`config.mk`:
```
export PLATFORM = sky130hd
export DESIGN_NAME = unaligned_read_combiner
export DESIGN_NICKNAME = d
export VERILOG_FILES = /design/src/rtl/ura_pkg.sv /design/src/rtl/ura_ctrl.sv /design/src/rtl/ura_merge.sv /design/src/rtl/unaligned_read_combiner.sv
export SDC_FILE = /design/constraint.sdc
export NUM_CORES = 1
export LEC_CHECK = 0
export ABC_AREA = 0
export BUFFER_PORTS_ARGS = -buffer_cell sky130_fd_sc_hd__buf_2
export CAP_MARGIN = 10
export CORE_UTILIZATION = 50
export DETAILED_ROUTE_END_ITERATION = 6
export HOLD_SLACK_MARGIN = 0.02
export PLACE_DENSITY_LB_ADDON = 0.05
export SETUP_SLACK_MARGIN = 0.05
export SYNTH_ARGS = -nofsm -noshare
export SYNTH_HDL_FRONTEND = slang
export SYNTH_SLANG_ARGS = --single-unit
export TNS_END_PERCENT = 50
```
`constraint.sdc`:
```
create_clock -name clk -period 2.6 [get_ports clk]
set_input_delay 0.39 -clock clk [delete_from_list [all_inputs] [get_ports clk]]
set_output_delay 0.39 -clock clk [all_outputs]
set_load 0.05 [all_outputs]
```
`src/rtl/ura_pkg.sv`:
```
// Shared types for the unaligned read combiner.
package ura_pkg;
    // Controller phases: idle, first strobe, first word back, second word back.
    typedef enum logic [1:0] {
        ST_IDLE  = 2'd0,
        ST_ISSUE = 2'd1,
        ST_LOW   = 2'd2,
        ST_HIGH  = 2'd3
    } ura_state_e;
endpackage

```
`src/rtl/ura_ctrl.sv`:
```
// Sequencer for the combiner. It accepts one request at a time and decides
// whether the bytes cross a word. It drives one or two aligned word reads.
// Assumes the memory returns data in the cycle after each strobe.
module ura_ctrl
    import ura_pkg::*;
#(
    parameter int ADDR_W = 32,
    parameter int LANES = 4,
    parameter int NARROW_LANES = 2,
    parameter int OFF_W = 2
) (
    input  logic              clk,
    input  logic              rst_n,
    input  logic              req_valid,
    input  logic [ADDR_W-1:0] req_addr,
    input  logic              req_half,
    output logic              req_ready,
    output logic              mem_rd,
    output logic [ADDR_W-1:0] mem_addr,
    output logic [OFF_W-1:0]  off,
    output logic              half,
    output logic              split,
    output ura_state_e        state
);
    localparam int SPAN_W = OFF_W + 2;

    ura_state_e        state_nx;
    logic [ADDR_W-1:0] addr_q;
    logic              half_q;
    logic [SPAN_W-1:0] span;
    logic [ADDR_W-1:0] base;
    logic [ADDR_W-1:0] upper;

    // Phase register.
    always_ff @(posedge clk) begin
        if (!rst_n) state <= ST_IDLE;
        else        state <= state_nx;
    end

    // Capture the request when it is accepted.
    always_ff @(posedge clk) begin
        if (!rst_n) begin
            addr_q <= '0;
            half_q <= 1'b0;
        end else if (req_valid && state == ST_IDLE) begin
            addr_q <= req_addr;
            half_q <= req_half;
        end
    end

    // Byte span, crossing test, and the two aligned addresses.
    always_comb begin
        off   = addr_q[OFF_W-1:0];
        half  = half_q;
        span  = SPAN_W'(off) + (half_q ? SPAN_W'(NARROW_LANES) : SPAN_W'(LANES));
        split = span > SPAN_W'(LANES);
        base  = {addr_q[ADDR_W-1:OFF_W], {OFF_W{1'b0}}};
        upper = base + ADDR_W'(LANES);
    end

    // Next phase and the memory strobe.
    always_comb begin
        state_nx  = state;
        req_ready = (state == ST_IDLE);
        mem_rd    = 1'b0;
        mem_addr  = base;
        case (state)
            ST_IDLE:  if (req_valid) state_nx = ST_ISSUE;
            ST_ISSUE: begin
                mem_rd   = 1'b1;
                state_nx = ST_LOW;
            end
            ST_LOW: begin
                if (split) begin
                    mem_rd   = 1'b1;
                    mem_addr = upper;
                    state_nx = ST_HIGH;
                end else begin
                    state_nx = ST_IDLE;
                end
            end
            default:  state_nx = ST_IDLE;
        endcase
    end
endmodule

```
`src/rtl/ura_merge.sv`:
```
// Byte-lane merger. It treats {first, second} as a run of big-endian bytes and
// takes LANES bytes starting at byte 'off'. Narrow results sit at the low end,
// with zeros above them.
module ura_merge #(
    parameter int DATA_W = 32,
    parameter int NARROW_W = 16,
    parameter int OFF_W = 2
) (
    input  logic [DATA_W-1:0] first,
    input  logic [DATA_W-1:0] second,
    input  logic [OFF_W-1:0]  off,
    input  logic              half,
    output logic [DATA_W-1:0] result
);
    localparam int LANES = DATA_W / 8;

    logic [2*DATA_W-1:0] cat;
    logic [DATA_W-1:0]   wide;

    assign cat = {first, second};

    // One selector per output byte lane.
    for (genvar g = 0; g < LANES; g++) begin : g_lane
        assign wide[DATA_W-1-8*g -: 8] = cat[2*DATA_W-1-8*(g+int'(off)) -: 8];
    end

    // Pick the full-width or the narrow form.
    always_comb begin
        if (half) result = {{(DATA_W-NARROW_W){1'b0}}, wide[DATA_W-1 -: NARROW_W]};
        else      result = wide;
    end
endmodule

```
`src/rtl/unaligned_read_combiner.sv`:
```
// Top of the combiner. Serves 16-bit and full-width reads at any byte address
// from a memory that only delivers aligned words. Results are registered and
// flagged by a one-cycle valid pulse.
module unaligned_read_combiner
    import ura_pkg::*;
#(
    parameter int ADDR_W = 32,
    parameter int DATA_W = 32,
    parameter int NARROW_W = 16
) (
    input  logic              clk,
    input  logic              rst_n,
    input  logic              req_valid,
    output logic              req_ready,
    input  logic [ADDR_W-1:0] req_addr,
    input  logic              req_half,
    output logic              rsp_valid,
    output logic [DATA_W-1:0] rsp_data,
    output logic              mem_rd,
    output logic [ADDR_W-1:0] mem_addr,
    input  logic [DATA_W-1:0] mem_rdata
);
    localparam int LANES = DATA_W / 8;
    localparam int NARROW_LANES = NARROW_W / 8;
    localparam int OFF_W = $clog2(LANES);

    ura_state_e        state;
    logic [OFF_W-1:0]  off;
    logic              half;
    logic              split;
    logic [DATA_W-1:0] hold_q;
    logic [DATA_W-1:0] first_w;
    logic [DATA_W-1:0] merged;
    logic              load;

    ura_ctrl #(
        .ADDR_W(ADDR_W), .LANES(LANES), .NARROW_LANES(NARROW_LANES), .OFF_W(OFF_W)
    ) u_ctrl (
        .clk(clk), .rst_n(rst_n), .req_valid(req_valid), .req_addr(req_addr),
        .req_half(req_half), .req_ready(req_ready), .mem_rd(mem_rd),
        .mem_addr(mem_addr), .off(off), .half(half), .split(split), .state(state)
    );

    // The first word comes from the holding register once the second word arrives.
    assign first_w = (state == ST_HIGH) ? hold_q : mem_rdata;
    assign load    = (state == ST_LOW && !split) || state == ST_HIGH;

    ura_merge #(
        .DATA_W(DATA_W), .NARROW_W(NARROW_W), .OFF_W(OFF_W)
    ) u_merge (
        .first(first_w), .second(mem_rdata), .off(off), .half(half), .result(merged)
    );

    // Keep the lower word while the upper one is being fetched.
    always_ff @(posedge clk) begin
        if (!rst_n)                        hold_q <= '0;
        else if (state == ST_LOW && split) hold_q <= mem_rdata;
    end

    // Register the result and its valid pulse.
    always_ff @(posedge clk) begin
        if (!rst_n) begin
            rsp_valid <= 1'b0;
            rsp_data  <= '0;
        end else begin
            rsp_valid <= load;
            if (load) rsp_data <= merged;
        end
    end
endmodule

```
# Word-level counts from Yosys, hierarchy flattened
# Cells that the tools add are included.
[word_totals]
reg_bits = 100
inputBits = 68
output_inout_bits = 67
elab_cells = 40
[classes]
add_sub_neg = 9
order_cmp = 1
n_eq_ne = 4
n_shift = 4
muxes = 10
reduce_logical = 6
[ops]
columns = ["cell", "count"]
rows = [
  ["$shiftx 71x32->8", 4],
  ["$mux 32", 4],
  ["$sub 7x32->32 const A", 3],
  ["$add 32x3->32 const B", 1],
  ["$sub 6x5->7 const A", 1],
  ["$add 2x2->3 const A", 2],
  ["$pmux 2 s3", 1],
  ["$add 2x4->4", 1],
  ["$eq 2x2->1 const B", 2],
  ["$gt 4x3->1 const B", 1],
  ["$mux 2", 2],
  ["$add 1x2->3 const A", 1],
  ["$logic_and 1x1->1", 3],
  ["$mux 3", 1],
  ["$eq 2x1->1 const B", 1],
  ["$logic_not 2->1", 1],
  ["$ne 2x2->1 const B", 1],
  ["$pmux 1 s2", 1],
  ["$logic_not 1->1", 1],
  ["$logic_or 1x1->1", 1],
  ["$mux 1", 1],
]

# Logic depth before layout (Yosys ltp)
[depth]
word_depth = 6
depth_mapped = 11
depth_no_buf = 7

# By module
# Synthesis repeated with hierarchy kept, for this count alone.
[hier_totals]
hier_cells = 734
area_unflattened_um2 = 6673.9
[by_module_without_submodules]
columns = ["mod", "n_inst", "cells_each", "area_per_inst_um2", "seq_area_each_um2"]
rows = [
  ["unaligned_read_combiner", 1, 321, 2855.2, 1301.2],
  ["ura_ctrl", 1, 277, 2192.1, 700.7],
  ["ura_merge", 1, 136, 1626.6, 0.0],
]

# Least setup slack after synthesis
# No wires, ideal clock.
[synth_timing]
path_kind = "flip-flop to output port"
start = "register u_ctrl.addr_q[1]"
end = "output port mem_addr[23]"
arrival_time_ns = 2.961
required_ns = 2.210
setup_slack_ns = -0.751
path_stages_with_launch = 9
path_buffers = 2
path_cell_list = "dfxtp_1 -> clkbuf_1 -> clkinv_1 -> ha_1 -> nor3b_2 -> a2111oi_2 -> buf_6 -> nand4_1 -> xnor2_1"
[synth_between]
elab_chain_len = 4
[synth_rtl]
columns = ["item", "line", "source"]
rows = [
  ["start: declaration", "ura_ctrl.sv:28", "logic [ADDR_W-1:0] addr_q;"],
  ["start signal: assignment", "ura_ctrl.sv:46", "addr_q <= req_addr;"],
  ["$add 2x4->4", "ura_ctrl.sv:55", "span = SPAN_W'(off) + (half_q ? SPAN_W'(NARROW_LANES) : SPAN_W'(LANES));"],
  ["$gt 4x3->1", "ura_ctrl.sv:56", "split = span > SPAN_W'(LANES);"],
  ["$mux 32", "ura_ctrl.sv:74", "if (split) begin"],
  ["$mux 32", "ura_ctrl.sv:67", "case (state)"],
  ["end: declaration", "unaligned_read_combiner.sv:20", "output logic [ADDR_W-1:0] mem_addr,"],
]
# Every way passes these cells.

# Worst setup path after layout
# Ends and elaborated chain as after synthesis.

==> flow_summary.toml <==
[critical_path]
cp-startpoint = "u_ctrl.addr_q[1]$_SDFFE_PN0P_"
crit_path_end_kind = "output pin"
ff2ff_setup_slack_ns = 0.10
path_max_fanout = 6
required_ns = 2.21
reg2reg_from = "u_ctrl.addr_q[1]$_SDFFE_PN0P_"
worst_r2r_path_depth = 9
cp-endpoint = "mem_addr[23]"
cp-start-kind = "flip-flop"
critPathKind = "reg -> out"
arrival_ns = 2.31
reg2reg_to = "rsp_data[22]$_SDFFE_PN0P_"

[synth]
syn_area_um2 = 6240
yosys_register_bits = 100
synth_ff_type = "dfxtp_1"
synthTopCellsByArea = "dfxtp_1 (32%), nand2_1 (12%), mux2i_1 (8.3%)"
async_flop_share = 0
ys_seq_area_frac = 0.321
syn_avg_cell_area_um2 = 8.27
synth-edff-count = 0
synth_top_area_frac = 0.321
synth_cells = 755
synth.distinct_cells = 48
ys.warnings.count = 0
synth_top_cell_by_area = "dfxtp_1"

[timing]
final.setup.tns_ns = -1.21
finalSetupViolations = 21
holdWs_ns = 0.271
fin_skew_ns = 0.00603
finalMaxSlewViolations = 0
rsz0062_at_grt = "true"
finalCritPeriodShare = 1.04
setup_ws_ns = -0.0979
hold_viol = 0
tightest_slew_ns = 0.746
fmax_mhz = 371
period_minus_slack_ns = 2.70
slew_headroom = 0.503

[die]
row_count = 40
coreArea_um2 = 12100
num_io_pins = 135
dieArea_um2 = 12900
dieWidth_um = 114
initial_utilization = 0.516
fp.dieH_um = 114

[finish]
most-common-layout-cells = "nand2_1 (195), buf_2 (102), dfxtp_1 (89)"
mostFrequentLayoutCell = "nand2_1"
multiInputGateArea_um2 = 4490
nets = 972
utilization = 0.700
area_growth_pct = 35.8
design_area_um2 = 8480
register_area_um2 = 2030
diodes = 0
drive_gt1_frac = 0.357
fillCellCount = 969

[placed_design]
numPortBuffers = 132
place.gp.congestion = 0.873
hpwl_um = 13800
pre_cts_slack_ns = -0.0407
placedInstanceArea_um2 = 7540

[power_and_ir_drop]
pwr_density_cell_nw_per_um2 = 528
peakVddDrop_uv = 298
p_leak_uw = 0.00367

[drt]
postRouteWirelength_um = 20300
drt-initial-drc-count = 647
route.detailed.drc = 0
drt-pass1-iter-count = 5
num_vias = 6376
drtAntennaViolNets = 0
viasPerCell = 5.97
wl_per_cell_um = 19.0

[global_routing]
grt_pass1_wl_um = 31500
antenna_found_initial = 0
grtUsageTotal = 0.316
grt_max_degree = 44
grt-ovfl-total = 0
grt_pass1_vias = 5927

[status]
violations = "negative setup slack"
status = "complete, but fails checks"

[worst_hold_path]
hold_path.startpoint = "req_addr[26]"
hold_path.class = "in -> reg"

[clocking]
clock_latency_ns = 0.35
clock-sinks = 100
cts-root-buf = "clkbuf_16"
htreeDepth = 3
cts_buffers = 9
cts_tree = "built"
path_clk_slew_ns = 0.07
clk_path_buf_depth = 2
ctsHoldBuffers = 0

[run]
maxCapViolCount = 0
what timing repair did:
action,4_1_cts,5_1_grt
pin swaps,18,18
resized for setup,94,34
buffers inserted,7,10
gates cloned,3,0
setup endpoints to repair,31,44
power breakdown:
group | internal, uW | switching, uW
clock network | 756 | 633
logic | 528 | 850
registers | 1620 | 90.8
through the flow:
stage	power, uW	instances
floorplan	2650	756
CTS	4450	1059
global placement	2970	1033
detailed placement	3000	1033
global route	4640	1068
finish	4480	1068
worst max-delay path, cell delays in order (launching register included):
cell and delay (ns):
dfxtp_4 0.38, clkinv_4 0.06, ha_4 0.21, nor3b_4 0.17
a2111oi_4 0.31, buf_6 0.20, nand4_1 0.22, xnor2_4 0.21
buf_6 0.18
state kept, by name, summed over array words and instances, names as in the netlist:
name,count
u_ctrl.half,1
hold_q,32
u_ctrl.addr_q,32
u_ctrl.state,2
rsp_data,32
rsp_valid,1
worst min path at each step:
stage | endpoint | slack, ns | cells after the start
after detailed placement | hold_q[15]$_SDFFE_PN0P_ | 0.47 | 2
after global routing | u_ctrl.addr_q[29]$_SDFFE_PN0P_ | 0.28 | 3
after floorplan | hold_q[16]$_SDFFE_PN0P_ | 0.45 | 2
final | u_ctrl.addr_q[26]$_SDFFE_PN0P_ | 0.27 | 3
after global placement | hold_q[6]$_SDFFE_PN0P_ | 0.47 | 2
after CTS | u_ctrl.addr_q[22]$_SDFFE_PN0P_ | 0.27 | 3
synthesized netlist by cell type, drive strengths merged (2+ instances only):
cell type and n:
a211o 8, a21oi 75, a22oi 30, a31oi 8
a32oi 7, and2 4, and3 4, and3b 7
and4 5, buf 27, clkbuf 34, dfxtp 100
ha 9, inv 8, mux2 14, mux2i 52
mux4 20, nand2 203, nand2b 2, nand3 22
nand4 12, nor2 24, nor2b 6, o21ai 19
o221ai 14, xnor2 23, xor2 6
layer usage:
metal / vias up / GRT usage / share of wire
met1: 3074 / 0.463 / 0.45
met3: 33 / 0.0515 / 0.086
met4: 0 / 0.0921 / 0.015
met2: 299 / 0.477 / 0.45
met5: - / 0 / 0
li1: 2970 / - / -
cell families (layout without fill, tap and decap cells):
logic type	Yosys count	count (layout)	synth area share
flops	100	100	0.321
xor+xnor	29	29	0.0407
fa+ha+maj	9	9	0.0180
simple gates	293	293	0.210
compound gates	167	167	0.170
mux	86	86	0.181
other cells	1	2	0.000601
buf+inv	70	214	0.0589
area by class of cell:
cell class                 instances  share of cell area
sequential                       100               0.239
tap                              168              0.0248
clock inverter                     6             0.00841
inverter                           9             0.00457
timing repair buffer             189               0.167
clock buffer                      10              0.0270
multi-input combinational        586               0.529
(Power assumes the default switching activity.)
